### config.mk
export PLATFORM = sky130hd
export DESIGN_NAME = flash_bypass_prog
export DESIGN_NICKNAME = d
export VERILOG_FILES = /design/src/rtl/fbp_pkg.sv /design/src/rtl/fbp_bus_engine.sv /design/src/rtl/fbp_poll_judge.sv /design/src/rtl/flash_bypass_prog.sv
export SDC_FILE = /design/constraint.sdc
export NUM_CORES = 1
export LEC_CHECK = 0
export BUFFER_PORTS_ARGS = -buffer_cell sky130_fd_sc_hd__buf_2
export CAP_MARGIN = 30
export CORE_UTILIZATION = 40
export DETAILED_ROUTE_END_ITERATION = 10
export SETUP_SLACK_MARGIN = 0.5
export SYNTH_ARGS = -nofsm -noshare
export SYNTH_HDL_FRONTEND = slang
export SYNTH_HIERARCHICAL = 1
export SYNTH_SLANG_ARGS = --single-unit
### constraint.sdc
create_clock -name clk -period 2.8 [get_ports clk]
set_input_delay 0.28 -clock clk [delete_from_list [all_inputs] [get_ports clk]]
set_output_delay 0.28 -clock clk [all_outputs]
set_load 0.02 [all_outputs]
### src/rtl/fbp_pkg.sv
`timescale 1ns/1ps
package fbp_pkg;

  typedef enum logic [3:0] {
    H_IDLE, H_ENTRY, H_FETCH, H_PCMD, H_PDATA,
    H_POLL, H_RECHK, H_VERIFY, H_EXIT, H_FIN
  } host_st_t;

  localparam logic [7:0] C_KEY1      = 8'hAA;
  localparam logic [7:0] C_KEY2      = 8'h55;
  localparam logic [7:0] C_BYP_ENTER = 8'h20;
  localparam logic [7:0] C_BYP_PROG  = 8'hA0;
  localparam logic [7:0] C_BYP_RST1  = 8'h90;
  localparam logic [7:0] C_BYP_RST2  = 8'h00;

  // data byte of the n-th bypass entry write
  function automatic logic [7:0] entry_byte(input logic [1:0] idx);
    case (idx)
      2'd0:    return C_KEY1;
      2'd1:    return C_KEY2;
      default: return C_BYP_ENTER;
    endcase
  endfunction

  // data byte of the n-th bypass exit write
  function automatic logic [7:0] exit_byte(input logic idx);
    return idx ? C_BYP_RST2 : C_BYP_RST1;
  endfunction

  // status bit 7 carries the true data bit once the write has finished
  function automatic logic status_settled(input logic [7:0] rd_lo, input logic [7:0] wr_lo);
    return rd_lo[7] == wr_lo[7];
  endfunction

  // status bit 5 flags an internal time limit
  function automatic logic status_limit(input logic [7:0] rd_lo);
    return rd_lo[5];
  endfunction

endpackage

### src/rtl/fbp_bus_engine.sv
`timescale 1ns/1ps
module fbp_bus_engine #(
  parameter int AW     = 20,
  parameter int DW     = 16,
  parameter int WE_CYC = 3
) (
  input  logic          clk,
  input  logic          rst_n,
  input  logic          op_go,
  input  logic          op_rd,
  input  logic [AW-1:0] op_addr,
  input  logic [DW-1:0] op_data,
  output logic          op_done,
  output logic [AW-1:0] bus_addr,
  output logic [DW-1:0] bus_wdata,
  output logic          bus_wr,
  output logic          bus_rd
);
  localparam int CW = (WE_CYC > 1) ? $clog2(WE_CYC) : 1;

  typedef enum logic [2:0] {E_IDLE, E_SET, E_STB, E_HLD, E_RDQ, E_RDC} eng_st_t;

  eng_st_t       st;
  logic [CW-1:0] cnt;

  always_ff @(posedge clk or negedge rst_n) begin
    if (!rst_n) begin
      st        <= E_IDLE;
      cnt       <= '0;
      bus_addr  <= '0;
      bus_wdata <= '0;
    end else begin
      case (st)
        E_IDLE: if (op_go) begin
          bus_addr <= op_addr;
          if (!op_rd) bus_wdata <= op_data;
          st <= op_rd ? E_RDQ : E_SET;
        end
        E_SET: begin
          cnt <= '0;
          st  <= E_STB;
        end
        E_STB: begin
          if (cnt == CW'(WE_CYC - 1)) st <= E_HLD;
          else                        cnt <= cnt + CW'(1);
        end
        E_HLD:   st <= E_IDLE;
        E_RDQ:   st <= E_RDC;
        E_RDC:   st <= E_IDLE;
        default: st <= E_IDLE;
      endcase
    end
  end

  assign bus_wr  = (st == E_STB);
  assign bus_rd  = (st == E_RDQ);
  assign op_done = (st == E_HLD) || (st == E_RDC);

endmodule

### src/rtl/fbp_poll_judge.sv
`timescale 1ns/1ps
module fbp_poll_judge import fbp_pkg::*; #(
  parameter int DW = 16
) (
  input  logic [DW-1:0] rd_word,
  input  logic [DW-1:0] wr_word,
  output logic          settled,
  output logic          limit,
  output logic          same
);
  assign settled = status_settled(rd_word[7:0], wr_word[7:0]);
  assign limit   = status_limit(rd_word[7:0]);
  assign same    = (rd_word == wr_word);
endmodule

### src/rtl/flash_bypass_prog.sv
`timescale 1ns/1ps
module flash_bypass_prog import fbp_pkg::*; #(
  parameter int            AW     = 20,
  parameter int            DW     = 16,
  parameter int            NW     = 16,
  parameter int            WE_CYC = 3,
  parameter logic [AW-1:0] UNL_A  = 'h555,
  parameter logic [AW-1:0] UNL_B  = 'h2AA
) (
  input  logic          clk,
  input  logic          rst_n,
  input  logic          start,
  input  logic [AW-1:0] start_addr,
  input  logic [NW-1:0] word_count,
  input  logic          in_valid,
  input  logic [DW-1:0] in_data,
  output logic          in_ready,
  output logic [AW-1:0] fl_addr,
  output logic [DW-1:0] fl_wdata,
  output logic          fl_wr,
  output logic          fl_rd,
  input  logic [DW-1:0] fl_rdata,
  output logic          busy,
  output logic          done,
  output logic          error,
  output logic [AW-1:0] err_addr
);
  host_st_t      st;
  logic [1:0]    step;
  logic [AW-1:0] cur_addr;
  logic [NW-1:0] remain;
  logic [DW-1:0] word_q;
  logic          err_q;
  logic [AW-1:0] err_addr_q;

  logic          op_go, op_rd, op_done;
  logic [AW-1:0] op_addr;
  logic [DW-1:0] op_data;
  logic          st_settled, st_limit, rb_same;

  // named events for the checker
  logic          word_ok_ev;
  logic          abort_ev;

  fbp_bus_engine #(.AW(AW), .DW(DW), .WE_CYC(WE_CYC)) eng_i (
    .clk(clk), .rst_n(rst_n),
    .op_go(op_go), .op_rd(op_rd), .op_addr(op_addr), .op_data(op_data),
    .op_done(op_done),
    .bus_addr(fl_addr), .bus_wdata(fl_wdata), .bus_wr(fl_wr), .bus_rd(fl_rd)
  );

  fbp_poll_judge #(.DW(DW)) judge_i (
    .rd_word(fl_rdata), .wr_word(word_q),
    .settled(st_settled), .limit(st_limit), .same(rb_same)
  );

  always_comb begin
    op_go   = 1'b0;
    op_rd   = 1'b0;
    op_addr = UNL_A;
    op_data = '0;
    case (st)
      H_ENTRY: begin
        op_go   = 1'b1;
        op_addr = (step == 2'd1) ? UNL_B : UNL_A;
        op_data = DW'(entry_byte(step));
      end
      H_PCMD: begin
        op_go   = 1'b1;
        op_data = DW'(C_BYP_PROG);
      end
      H_PDATA: begin
        op_go   = 1'b1;
        op_addr = cur_addr;
        op_data = word_q;
      end
      H_POLL, H_RECHK, H_VERIFY: begin
        op_go   = 1'b1;
        op_rd   = 1'b1;
        op_addr = cur_addr;
      end
      H_EXIT: begin
        op_go   = 1'b1;
        op_data = DW'(exit_byte(step[0]));
      end
      default: ;
    endcase
  end

  assign word_ok_ev = (st == H_VERIFY) && op_done && rb_same;
  assign abort_ev   = op_done && (((st == H_VERIFY) && !rb_same) ||
                                  ((st == H_RECHK)  && !st_settled));

  always_ff @(posedge clk or negedge rst_n) begin
    if (!rst_n) begin
      st         <= H_IDLE;
      step       <= '0;
      cur_addr   <= '0;
      remain     <= '0;
      word_q     <= '0;
      err_q      <= 1'b0;
      err_addr_q <= '0;
    end else begin
      case (st)
        H_IDLE: if (start) begin
          cur_addr   <= start_addr;
          remain     <= word_count;
          err_q      <= 1'b0;
          err_addr_q <= '0;
          step       <= '0;
          st         <= H_ENTRY;
        end
        H_ENTRY: if (op_done) begin
          if (step == 2'd2) begin
            step <= '0;
            st   <= (remain == '0) ? H_EXIT : H_FETCH;
          end else begin
            step <= step + 2'd1;
          end
        end
        H_FETCH: if (in_valid) begin
          word_q <= in_data;
          st     <= H_PCMD;
        end
        H_PCMD:  if (op_done) st <= H_PDATA;
        H_PDATA: if (op_done) st <= H_POLL;
        H_POLL: if (op_done) begin
          if (st_settled)    st <= H_VERIFY;
          else if (st_limit) st <= H_RECHK;
        end
        H_RECHK: if (op_done) begin
          if (st_settled) st <= H_VERIFY;
          else begin
            err_q      <= 1'b1;
            err_addr_q <= cur_addr;
            step       <= '0;
            st         <= H_EXIT;
          end
        end
        H_VERIFY: if (op_done) begin
          step <= '0;
          if (rb_same) begin
            cur_addr <= cur_addr + AW'(1);
            remain   <= remain - NW'(1);
            st       <= (remain == NW'(1)) ? H_EXIT : H_FETCH;
          end else begin
            err_q      <= 1'b1;
            err_addr_q <= cur_addr;
            st         <= H_EXIT;
          end
        end
        H_EXIT: if (op_done) begin
          if (step[0]) st <= H_FIN;
          else         step <= 2'd1;
        end
        H_FIN:   st <= H_IDLE;
        default: st <= H_IDLE;
      endcase
    end
  end

  assign in_ready = (st == H_FETCH);
  assign busy     = (st != H_IDLE) && (st != H_FIN);
  assign done     = (st == H_FIN);
  assign error    = err_q;
  assign err_addr = err_addr_q;

endmodule

==> results.md, run 1 <==
- Commonest non-fill, non-tap cell in the layout: buf_2
- Slowest stage cell, crit path: or4b_4
- Comb pwr share: between 30 and 40%
- Critical Path Fanout Max: 8
- Dpl hpwl: roughly 13000 um
- Status: finished clean
- Int Power: roughly 0.0054 W
- First-pass GRT wire length: 28600 um
- Top FF cell, synth: dfrtp_1
- Sw frac: 38.7%
- Detailed Routing Iterations Pass 1: 4
- Synth warn: 6
- HP Class: in2reg
- Vias in the first global route: about 5600
- Sequential cell area: 0.00301 mm^2
- Synthesis-to-finish area growth: 26.6%
- Max transition margin: a little over half
- Clock Power Share: about 27%
- CP startpoint kind: register
- DR iter-0 viols: 407
- Sequential share of the synthesized area: a little under half
- EDFF count, synth: 0
- Worst r2r src: st[3]
- Root buf cell: clkbuf_16
- Final ANT Viol Nets: 0
- Global route overflow: 0
- Initial Util: 40.9%
- Final Hold Fails: 0
- Mapped Nets: just under 800
- Period minus WS final: 2.21 ns
- Mapped Cells: approximately 700
- H-tree depth: 4
- Crit path cell chain: or4b_4 > o21ai_2 > nor4b_4 > nor2b_4 > buf_6 > mux2_2
- Placed Cells: about 1000
- Die area: roughly 0.017 mm^2
- FMAX: roughly 450 MHz
- Crit share post-route: between 70% and 80%
- WP data arrival: roughly 2.5 ns
- DR WL/cell: ~17 um
- Initial antenna violation count: 1
- Seq cells post-synth: between 100 and 150
- Hold path startpoint: in_data[7]
- Number of placement rows: 46
- Die span in y: ~130 um
- Post-synth ARST share: 100%
- Req. time, crit path: 3.09 ns
- CP endpoint kind: register
- Clock slew seen by the registers of the worst setup and hold paths: approximately 0.05 ns
- Post-route DRC: 0
- Leakage: about 3.7 nW
- Synth unique cells: 66
- Max Cap Viol: 0
- Worst slew pin tran: ~0.67 ns
- Largest net degree at the start of global routing: 50
- Maximum resistive drop on vdd: around 0.00052 V
- GPL Wtd Cong: just over 0.8
- Critical Path Start: st[3]
- NetSw: 0.00343 W
- Hold_ws: slightly below 0.1 ns
- # IOs: between 100 and 150
- Post-route insts no fill: about 1100
- Crit path kind: reg2reg
- Clock latency on the worst-skew pair: 0.42 ns
- Via count: just under 6000
- Max Slew Vio Count: 0
- Drt via density: 5.61
- Final Skew: ~0.0092 ns
- Share of cells above drive strength 1: 30.5%
- Setup tns final: 0 ns
- TritonCTS clock tree: done
- Wirelength, routed: roughly 18000 um
- Core area: around 0.016 mm^2
- Post-Syn Area: approximately 0.0065 mm^2
- Util after Layout: 51.8%
- CP max stage delay: roughly 0.51 ns
- Clock tree buffer depth: 2
- GRT Overall Usage: around 22%
- Clock buffer count from CTS: 17
- Avg Inst Size Synth: just over 9 um^2
- Highest-count cells in the layout ignoring fill and taps: buf_2, dfrtp_1, o21ai_0, nand2_1, a21oi_1
- IO buf count: ~130
- Die W: approximately 130 um
- Area of the multi-input gates: ~0.0032 mm^2
- Layout filler cell count: ~1500
- # nets final: approximately 900
- Final setup fails: 0
- RSZ-0062 raised after global routing: false
- Sequential cell fraction of total power: 35.5%
- Num Clock Sinks: 120
- Pwr/cell area: around 1100 mW/mm^2
## cells by family (layout without fill, tap and decap cells)
| logic type | count (synthesis) | after routing | share of synthesized area, % |
|---|---|---|---|
| flops | 120 | 120 | 46.2 |
| compound gates | 180 | 180 | 16.8 |
| other cells | 0 | 1 | 0 |
| fa+ha+maj | 5 | 5 | 0.963 |
| mux | 57 | 57 | 9.82 |
| simple gates | 233 | 233 | 18.3 |
| buf+inv | 84 | 224 | 5.39 |
| xor+xnor | 18 | 18 | 2.43 |
## repair_timing
action | CTS | global route
gates cloned | 1 | 1
setup endpoints to repair | 95 | 78
buffers inserted | 2 | 1
resized for setup | 11 | 10
pin swaps | 1 | 2
hold endpoints to repair | 43 | 0
hold buffers | 1 | 0
## cells in the mapped netlist (7+ instances only)
| cell type | instances | area, um^2 |
|---|---|---|
| nor2_1 | 42 | 158 |
| nor4_1 | 9 | 56.3 |
| o21ai_0 | 61 | 305 |
| clkbuf_1 | 38 | 143 |
| and3_1 | 13 | 81.3 |
| buf_2 | 7 | 35.0 |
| mux2_1 | 10 | 113 |
| o21a_1 | 7 | 52.6 |
| nand3_1 | 36 | 180 |
| dfrtp_1 | 120 | 3000 |
| and2_1 | 9 | 56.3 |
| xnor2_1 | 18 | 158 |
| o22ai_1 | 8 | 50.1 |
| a21oi_1 | 55 | 275 |
| nor3_1 | 14 | 70.1 |
| nand4_1 | 12 | 75.1 |
| nand2b_1 | 11 | 68.8 |
| inv_1 | 30 | 113 |
| mux2_2 | 44 | 495 |
| nand2_1 | 60 | 225 |
## flip-flops by register name (all words and copies together) (netlist names), 3 cells and up
signal and count:
cur_addr 20, eng_i/bus_addr 20, err_addr 20, eng_i/bus_wdata 16, remain 16, word_q 16
st 4, eng_i/st 3
## through the flow
stage | total power, W | instance area, um^2 | setup slack, ns
6_report | 0.00885 | 8220 | 0.590
4_1_cts | 0.00881 | 8160 | 0.551
2_1_floorplan | 0.00527 | 6510 | 0.471
5_1_grt | 0.00939 | 8220 | 0.499
3_5_place_dp | 0.00632 | 7430 | 0.0206
3_3_place_gp | 0.00619 | 7430 | 0.0529
## area by class of cell
class / instances / area share, %
clock inverters: 9 / 1.95
well taps: 216 / 3.29
repair buffers: 162 / 11.6
diodes: 1 / 0.0304
clock buffers: 23 / 5.93
inverters: 30 / 1.37
flip-flops and latches: 120 / 36.6
multi-input cells: 493 / 39.3
## critical path: cells and delay by family, from the launching register on
kind,cells,cell delay [ns]
flip-flops,1,0.44
multiplexers,1,0.34
AND/OR/NAND/NOR,3,1.04
AO/OA/AOI/OAI,1,0.10
buffers and inverters,1,0.16
## metal layers
layer  track usage [%]  wire length, um  part of all wire, %
met1              30.1             8040                   44
met2              34.7             8580                   47
met3              4.71             1160                  6.4
met4              8.62              366                  2.0
met5                 0                0                    0
## power by group through the flow
stage / combinational, W / sequential [W] / clock, W
after global placement: 0.00309 / 0.00310 / 0
after global routing: 0.00364 / 0.00324 / 0.00250
final: 0.00333 / 0.00314 / 0.00238
after CTS: 0.00326 / 0.00313 / 0.00242
after floorplan: 0.00221 / 0.00307 / 0
after detailed placement: 0.00318 / 0.00314 / 0
## path summary, 6_finish.rpt
check / cells past startpoint / slack, ns / to
worst max-delay path: 6 / 0.59 / eng_i/bus_wdata[0]
worst min-delay path: 2 / 0.1 / word_q[7]
worst max register to register: 6 / 0.59 / eng_i/bus_wdata[0]
worst min register to register: 1 / 0.48 / eng_i/bus_wdata[7]
max in group asynchronous: 3 / 1.48 / remain[7]
min in group asynchronous: 2 / 0.46 / err_addr[10]
No activity file was read; power rests on OpenSTA's default activity.
==> inputs of run 2 (changes only) <==
--- a/config.mk
+++ b/config.mk
@@ -5,6 +5,7 @@
 export SDC_FILE = /design/constraint.sdc
 export NUM_CORES = 1
 export LEC_CHECK = 0
+export ABC_AREA = 1
 export BUFFER_PORTS_ARGS = -buffer_cell sky130_fd_sc_hd__buf_2
 export CAP_MARGIN = 30
 export CORE_UTILIZATION = 40
==> constraint.sdc (replaced) <==
create_clock -name clk -period 2.15 [get_ports clk]
set_input_delay 0.215 -clock clk [delete_from_list [all_inputs] [get_ports clk]]
set_output_delay 0.215 -clock clk [all_outputs]
set_load 0.02 [all_outputs]
==> run 2 against run 1 <==
Against the previous run: sequential share of layout area decreased by 7.5 points; cell count increased by 36%; clock-buffer cell count decreased by 6; largest cell class unchanged; largest power group unchanged; via count increased by 26%.
==> results.md, run 2 <==
- Avg Inst Size Synth: 7.15 um^2 (was 9.32 um^2)
- Clock tree buffer depth: 2 (unchanged)
- WP data arrival: 2.31 ns (was 2.50 ns)
- Top FF cell, synth: dfrtp_1 (unchanged)
- Dpl hpwl: 13900 um (was 12500 um)
- Sequential share of the synthesized area: 43.3% (was 46.2%)
- Synth unique cells: 34 (was 66)
- Max transition margin: 63.3% (was 54.9%)
- Wirelength, routed: 22900 um (was 18200 um)
- GPL Wtd Cong: 0.879 (was 0.826)
- Via count: 7431 (was 5909)
- Die W: 134 um (was 129 um)
- Clock slew seen by the registers of the worst setup and hold paths: 0.06 ns (was 0.05 ns)
- Total power: 0.0174 W (was 0.00885 W)
- Detailed Routing Iterations Pass 1: 6 (was 4)
- Global route overflow: 0 (unchanged)
- Drt via density: 5.18 (was 5.61)
- Post-DP Area: 0.00796 mm^2 (was 0.00743 mm^2)
- Area of the multi-input gates: 0.00407 mm^2 (was 0.00323 mm^2)
- First-pass GRT wire length: 34900 um (was 28600 um)
- H-tree depth: 4 (unchanged)
- Max Slew Vio Count: 0 (unchanged)
- Int Power: 0.00959 W (was 0.00542 W)
- Clock buffer count from CTS: 17 (unchanged)
- Mapped Cells: 971 (was 697)
- Sequential cell fraction of total power: 23.2% (was 35.5%)
- Root buf cell: clkbuf_16 (unchanged)
- Layout filler cell count: 1464 (was 1542)
- Highest-count cells in the layout ignoring fill and taps: nand2_1, buf_2, dfrtp_1, nor2_1, buf_4 (was buf_2, dfrtp_1, o21ai_0, nand2_1, a21oi_1)
- Initial antenna violation count: 0 (was 1)
- Sw frac: 44.8% (was 38.7%)
- Util after Layout: 61.8% (was 51.8%)
- Synth warn: 6 (unchanged)
- Die area: 0.0179 mm^2 (was 0.0168 mm^2)
- Post-Syn Area: 0.00694 mm^2 (was 0.00649 mm^2)
- EDFF count, synth: 0 (unchanged)
- Maximum resistive drop on vdd: 0.000837 V (was 0.000523 V)
- FMAX: 500 MHz (was 452 MHz)
- Final Skew: 0.00751 ns (was 0.00925 ns)
- Critical Path Fanout Max: 7 (was 8)
- Share of cells above drive strength 1: 37.2% (was 30.5%)
- Core area: 0.0168 mm^2 (was 0.0159 mm^2)
- Final ANT Viol Nets: 0 (unchanged)
- Initial Util: 41.4% (was 40.9%)
- Commonest non-fill, non-tap cell in the layout: nand2_1 (was buf_2)
- Pre-CTS WS: -0.0273 ns (was 0.0206 ns)
- Area contributors post-synth: dfrtp_1, nand2_1, nor2_1, nand3_1, o21ai_0 (was dfrtp_1, mux2_2, o21ai_0, a21oi_1, nand2_1)
- Clock Power Share: 17.3% (was 26.9%)
- ANT cells: 0 (was 1)
- GRT Overall Usage: 24.9% (was 22.2%)
- CP startpoint kind: register (unchanged)
- Final setup fails: 0 (unchanged)
- # nets final: 1279 (was 901)
- Crit share post-route: 93.1% (was 78.9%)
- CP endpoint kind: register (unchanged)
- IO buf count: 133 (unchanged)
- Most frequent cell after synthesis: nand2_1 (was dfrtp_1)
- DR WL/cell: 16.0 um (was 17.2 um)
- Post-route DRC: 0 (unchanged)
- Yosys top cell area share: 43.3% (was 46.2%)
- Leakage: 5.35 nW (was 3.73 nW)
- Seq cells post-synth: 120 (unchanged)
- Mapped Nets: 1048 (was 774)
- Final Hold Fails: 0 (unchanged)
- Clock latency on the worst-skew pair: 0.42 ns (about the same)
- Vias in the first global route: 6842 (was 5574)
- NetSw: 0.00778 W (was 0.00343 W)
- Num Clock Sinks: 120 (unchanged)
- Status: finished clean (unchanged)
- Synthesis-to-finish area growth: 49.3% (was 26.6%)
- Period minus WS final: 2.00 ns (was 2.21 ns)
- DR iter-0 viols: 547 (was 407)
- Largest net degree at the start of global routing: 57 (was 50)
- Final worst setup slack: 0.149 ns (was 0.590 ns)
- Req. time, crit path: 2.46 ns (was 3.09 ns)
- Synth top cells by count: nand2_1, nor2_1, dfrtp_1 (was dfrtp_1, o21ai_0, nand2_1)
- # IOs: 134 (unchanged)
- HP Class: in2reg (unchanged)
- Largest area contributor in the netlist: dfrtp_1 (unchanged)
- Crit path kind: reg2reg (unchanged)
- RSZ-0062 raised after global routing: true (was false)
- Hold_ws: 0.0315 ns (was 0.0983 ns)
- Die span in y: 134 um (was 129 um)
- Pwr/cell area: 1680 mW/mm^2 (was 1080 mW/mm^2)
- Sequential cell area: 0.00301 mm^2 (about the same)
- Post-synth ARST share: 100% (unchanged)
- Comb pwr share: 59.5% (was 37.6%)
- Worst slew pin tran: 0.545 ns (was 0.671 ns)
- Max Cap Viol: 0 (unchanged)
- Final Cell Area: 0.0104 mm^2 (was 0.00822 mm^2)
- Number of placement rows: 47 (was 46)
- TritonCTS clock tree: done (unchanged)
-- run 2: cell count changes after synthesis, sizes merged, moves of 9 or more --
cell / previous run / this run
nand2b: 11 / 0
nor4: 10 / 0
mux2: 54 / 8
clkbuf: 38 / 5
nand3: 36 / 87
a21oi: 55 / 17
nor2: 42 / 141
nand2: 60 / 354
and3: 13 / 0
buf: 16 / 28
inv: 30 / 78
o21ai: 61 / 73
and2: 10 / 1
-- run 2: path summary, 6_finish.rpt --
path / slack (ns) / cells after the start / to / start
setup reg to reg: 0.15 / 12 / eng_i/bus_wdata[12] / st[1]
min in group asynchronous: 0.27 / 2 / eng_i/st[0] / rst_n
hold reg to reg: 0.47 / 2 / eng_i/bus_addr[14] / eng_i/bus_addr[14]
setup / recovery: 0.15 / 12 / eng_i/bus_wdata[12] / st[1]
max in group asynchronous: 1.33 / 3 / eng_i/bus_addr[2] / rst_n
hold / removal: 0.03 / 2 / word_q[0] / in_data[0]
-- run 2: layout make-up --
cell class | count | share of cell area (%)
Timing Repair Buffer | 244 | 20.1
Inverter | 78 | 2.95
Multi-Input combinational cell | 741 | 39.3
Tap cell | 220 | 2.66
Clock inverter | 15 | 1.88
Sequential cell | 120 | 29.0
Clock buffer | 17 | 4.11
-- run 2: cell families after synthesis --
| logic type | synth area share (%) |
|---|---|
| AND/OR/NAND/NOR | 37.4 |
| flip-flops | 43.3 |
| adder cells (fa/ha/maj) | 0.902 |
| XOR/XNOR | 2.15 |
| buffers and inverters | 7.34 |
| AO/OA/AOI/OAI | 7.61 |
| multiplexers | 1.30 |
-- run 2: what timing repair did --
item	4_1_cts	5_1_grt
resized for setup	120	97
setup buffers	53	19
cloned	11	5
setup endpoints to repair	111	115
endpoints found under the hold margin	24	0
pin swaps	53	48
hold buffers	1	0
-- run 2: per-layer routing --
metal,vias up,GRT usage [%],share of wire (%)
met4,0,7.51,2.2
met2,300,40.3,49
met1,3515,33.5,42
li1,3566,-,-
met3,50,4.87,6.3
met5,-,0,0
-- run 2: metrics by stage --
step / std cells / setup TNS, ns
final: 1435 / 0
after global routing: 1435 / 0
after CTS: 1411 / 0
after detailed placement: 1314 / -0.0273
after global placement: 1314 / 0
after floorplan: 971 / 0
-- run 2: critical path, stage by stage, from the launching register on --
cell and delay, ns:
dfrtp_2 0.48, nor2_4 0.24, buf_6 0.14, buf_6 0.09, nor2_4 0.03, nand3b_1 0.21, buf_4 0.18, inv_4 0.08
nor2_8 0.05, buf_12 0.14, buf_8 0.14, nand3_2 0.07, nand2_2 0.05
-- run 2: power by group through the flow --
| stage | clock (W) | sequential [W] | combinational, W |
|---|---|---|---|
| after floorplan | 0 | 0.00423 | 0.00421 |
| after global placement | 0 | 0.00397 | 0.00610 |
| after detailed placement | 0 | 0.00399 | 0.00615 |
| after CTS | 0.00304 | 0.00396 | 0.00886 |
| after global routing | 0.00316 | 0.00415 | 0.0111 |
| final | 0.00300 | 0.00404 | 0.0103 |
==> inputs of run 3 (changes only) <==
--- a/config.mk
+++ b/config.mk
@@ -8,7 +8,7 @@
 export ABC_AREA = 1
 export BUFFER_PORTS_ARGS = -buffer_cell sky130_fd_sc_hd__buf_2
 export CAP_MARGIN = 30
-export CORE_UTILIZATION = 40
+export CORE_UTILIZATION = 35
 export DETAILED_ROUTE_END_ITERATION = 10
 export SETUP_SLACK_MARGIN = 0.5
 export SYNTH_ARGS = -nofsm -noshare
==> run 3 against run 2 <==
Against the previous run: total power fell by 7.7%; clock skew fell by 0.0011 ns; register-to-register slack improved by 0.13 ns; critical path depth rose by 1; global-route usage fell by 3.2 points; first-iteration DRC count fell by 23%; combinational power fell by 9.9%; maximum frequency rose by 6.9%; largest power group unchanged; highest routed layer unchanged.
==> results.md, run 3 (same netlist as run 2, synthesis figures left out) <==
- Maximum resistive drop on vdd: 0.000676 V (was 0.000837 V)
- Placed Cells: 1356 (was 1314)
- Final Skew: 0.00645 ns (was 0.00751 ns)
- Core area: 0.0195 mm^2 (was 0.0168 mm^2)
- H-tree depth: 4 (unchanged)
- Via count: 7138 (was 7431)
- Synthesis-to-finish area growth: 42.4% (was 49.3%)
- Root buf cell: clkbuf_16 (unchanged)
- Pwr/cell area: 1620 mW/mm^2 (was 1680 mW/mm^2)
- DR WL/cell: 14.7 um (was 16.0 um)
- Final setup fails: 0 (unchanged)
- Vias in the first global route: 6522 (was 6842)
- DR iter-0 viols: 421 (was 547)
- Die W: 143 um (was 134 um)
- Critical Path Start: word_q[11] (was st[1])
- Clock tree buffer depth: 2 (unchanged)
- Largest net degree at the start of global routing: 57 (unchanged)
- Number of placement rows: 51 (was 47)
- # nets final: 1262 (was 1279)
- Req. time, crit path: 2.52 ns (was 2.46 ns)
- Final Hold Fails: 0 (unchanged)
- Initial Util: 35.7% (was 41.4%)
- Max Cap Viol: 0 (unchanged)
- Clock buffer count from CTS: 17 (unchanged)
- Die span in y: 143 um (was 134 um)
- FMAX: 534 MHz (was 500 MHz)
- Wirelength, routed: 21600 um (was 22900 um)
- Post-route insts no fill: 1463 (was 1435)
- Worst R2R Setup Slack: 0.28 ns (was 0.15 ns)
- Highest-count cells in the layout ignoring fill and taps: nand2_1, buf_2, dfrtp_1, nor2_1, nand3_1 (was nand2_1, buf_2, dfrtp_1, nor2_1, buf_4)
- First-pass GRT wire length: 33800 um (was 34900 um)
- Crit path cell chain: xnor2_1 > nand2_1 > nor2_2 > nand2_2 > nor2_4 > nand2_2 > nand2_2 > inv_2 > nor2_4 > buf_12 > clkbuf_16 > nand2_1 > nand2_1 (was nor2_4 > buf_6 > buf_6 > nor2_4 > nand3b_1 > buf_4 > inv_4 > nor2_8 > buf_12 > buf_8 > nand3_2 > nand2_2)
- Share of cells above drive strength 1: 32.2% (was 37.2%)
- Commonest non-fill, non-tap cell in the layout: nand2_1 (unchanged)
- Initial antenna violation count: 0 (unchanged)
- HP Class: in2reg (unchanged)
- Worst slew pin tran: 0.493 ns (was 0.545 ns)
- Leakage: 5.06 nW (was 5.35 nW)
- IO buf count: 133 (unchanged)
- Dpl hpwl: 13800 um (was 13900 um)
- Clock latency on the worst-skew pair: 0.43 ns (was 0.42 ns)
- Crit path kind: reg2reg (unchanged)
- Global route overflow: 0 (unchanged)
- Setup tns final: 0 ns (unchanged)
- CP Buf/Inv Count: 3 (was 6)
- Worst r2r src: word_q[11] (was st[1])
- Critical Path Fanout Max: 8 (was 7)
- ANT cells: 0 (unchanged)
- Die area: 0.0204 mm^2 (was 0.0179 mm^2)
- Max transition margin: 67.0% (was 63.3%)
- Detailed Routing Iterations Pass 1: 5 (was 6)
- Hold path startpoint: in_data[1] (was in_data[0])
- Drt via density: 4.88 (was 5.18)
- Post-route DRC: 0 (unchanged)
- Slowest stage cell, crit path: dfrtp_1 (was dfrtp_2)
- GRT Overall Usage: 21.7% (was 24.9%)
- TritonCTS clock tree: done (unchanged)
- WP data arrival: 2.24 ns (was 2.31 ns)
- # IOs: 134 (unchanged)
- CP max stage delay: 0.38 ns (was 0.48 ns)
- Top delay family on crit path: simple AND/OR/NAND/NOR gates (was buffers and inverters)
- Status: finished clean (unchanged)
- Crit share post-route: 87.1% (was 93.1%)
- CP startpoint kind: register (unchanged)
- Num Clock Sinks: 120 (unchanged)
- Max Slew Vio Count: 0 (unchanged)
- RSZ-0062 raised after global routing: true (unchanged)
- Final ANT Viol Nets: 0 (unchanged)
- GPL Wtd Cong: 0.867 (was 0.879)
- CP endpoint kind: register (unchanged)
- Clock slew seen by the registers of the worst setup and hold paths: 0.06 ns (about the same)
- Period minus WS final: 1.87 ns (was 2.00 ns)
-- run 3: cell types whose count changed in the layout (fill, tap and decap cells not counted), sizes merged --
cell | before | now
nand3 | 87 | 90
nand2 | 355 | 361
clkinv | 7 | 9
clkinvlp | 1 | 3
clkbuf | 22 | 20
bufinv | 3 | 1
inv | 82 | 78
buf | 238 | 215
bufbuf | 0 | 1
-- run 3: final cells by class --
class / count / area, um^2
fill: 1880 / 9580
inverter: 78 / 322
timing repair buffer: 218 / 1710
tap: 265 / 332
clock buffer: 19 / 443
multi-input combinational: 750 / 3940
clock inverter: 13 / 124
sequential: 120 / 3010
-- run 3: worst paths after layout --
check | to | cells past startpoint
min in group asynchronous | eng_i/cnt[0] | 2
setup / recovery | remain[12] | 13
hold / removal | word_q[1] | 2
hold reg to reg | eng_i/bus_addr[7] | 2
max in group asynchronous | eng_i/bus_addr[2] | 3
setup reg to reg | remain[12] | 13
-- run 3: where the power goes --
part,switching (W),leakage (nW),internal (W)
combinational,0.00536,3.26,0.00392
sequential,0.000814,1.53,0.00319
clock,0.00112,0.275,0.00163
total,0.00730,5.06,0.00873
-- run 3: worst reg2reg max path: cells and delay by family (launching register included) --
kind / cells / cell delay, ns
DFF: 1 / 0.38
and+or+nand+nor: 9 / 0.91
buffers and inverters: 3 / 0.36
xor gates and xnor gates: 1 / 0.16
-- run 3: stage by stage --
step	setup slack (ns)	cell area, um^2	util, %	hold slack (ns)	power (W)
after global routing	0.170	9880	50.8	0.0182	0.0171
after floorplan	0.334	7000	-	-0.0806	0.00844
final	0.278	9880	50.8	0.0211	0.0160
after CTS	0.275	9540	49.0	0.0170	0.0153
after global placement	0.0990	7990	41.1	0.156	0.0100
after detailed placement	0.0742	7990	41.1	0.157	0.0101
-- run 3: what timing repair did --
item | 4_1_cts | 5_1_grt
hold buffers | 1 | 0
gates resized for setup | 85 | 66
buffers inserted | 45 | 12
endpoints found under the hold margin | 20 | 0
pin swaps | 42 | 14
setup endpoints to repair | 110 | 112
gates cloned | 15 | 2
-- run 3: routing by layer --
layer / vias up / part of all wire, % / track usage (%)
li1: 3546 / - / -
met2: 193 / 48 / 35.7
met1: 3371 / 45 / 28.7
met5: - / 0 / 0
met3: 28 / 4.6 / 4.09
met4: 0 / 1.8 / 6.73
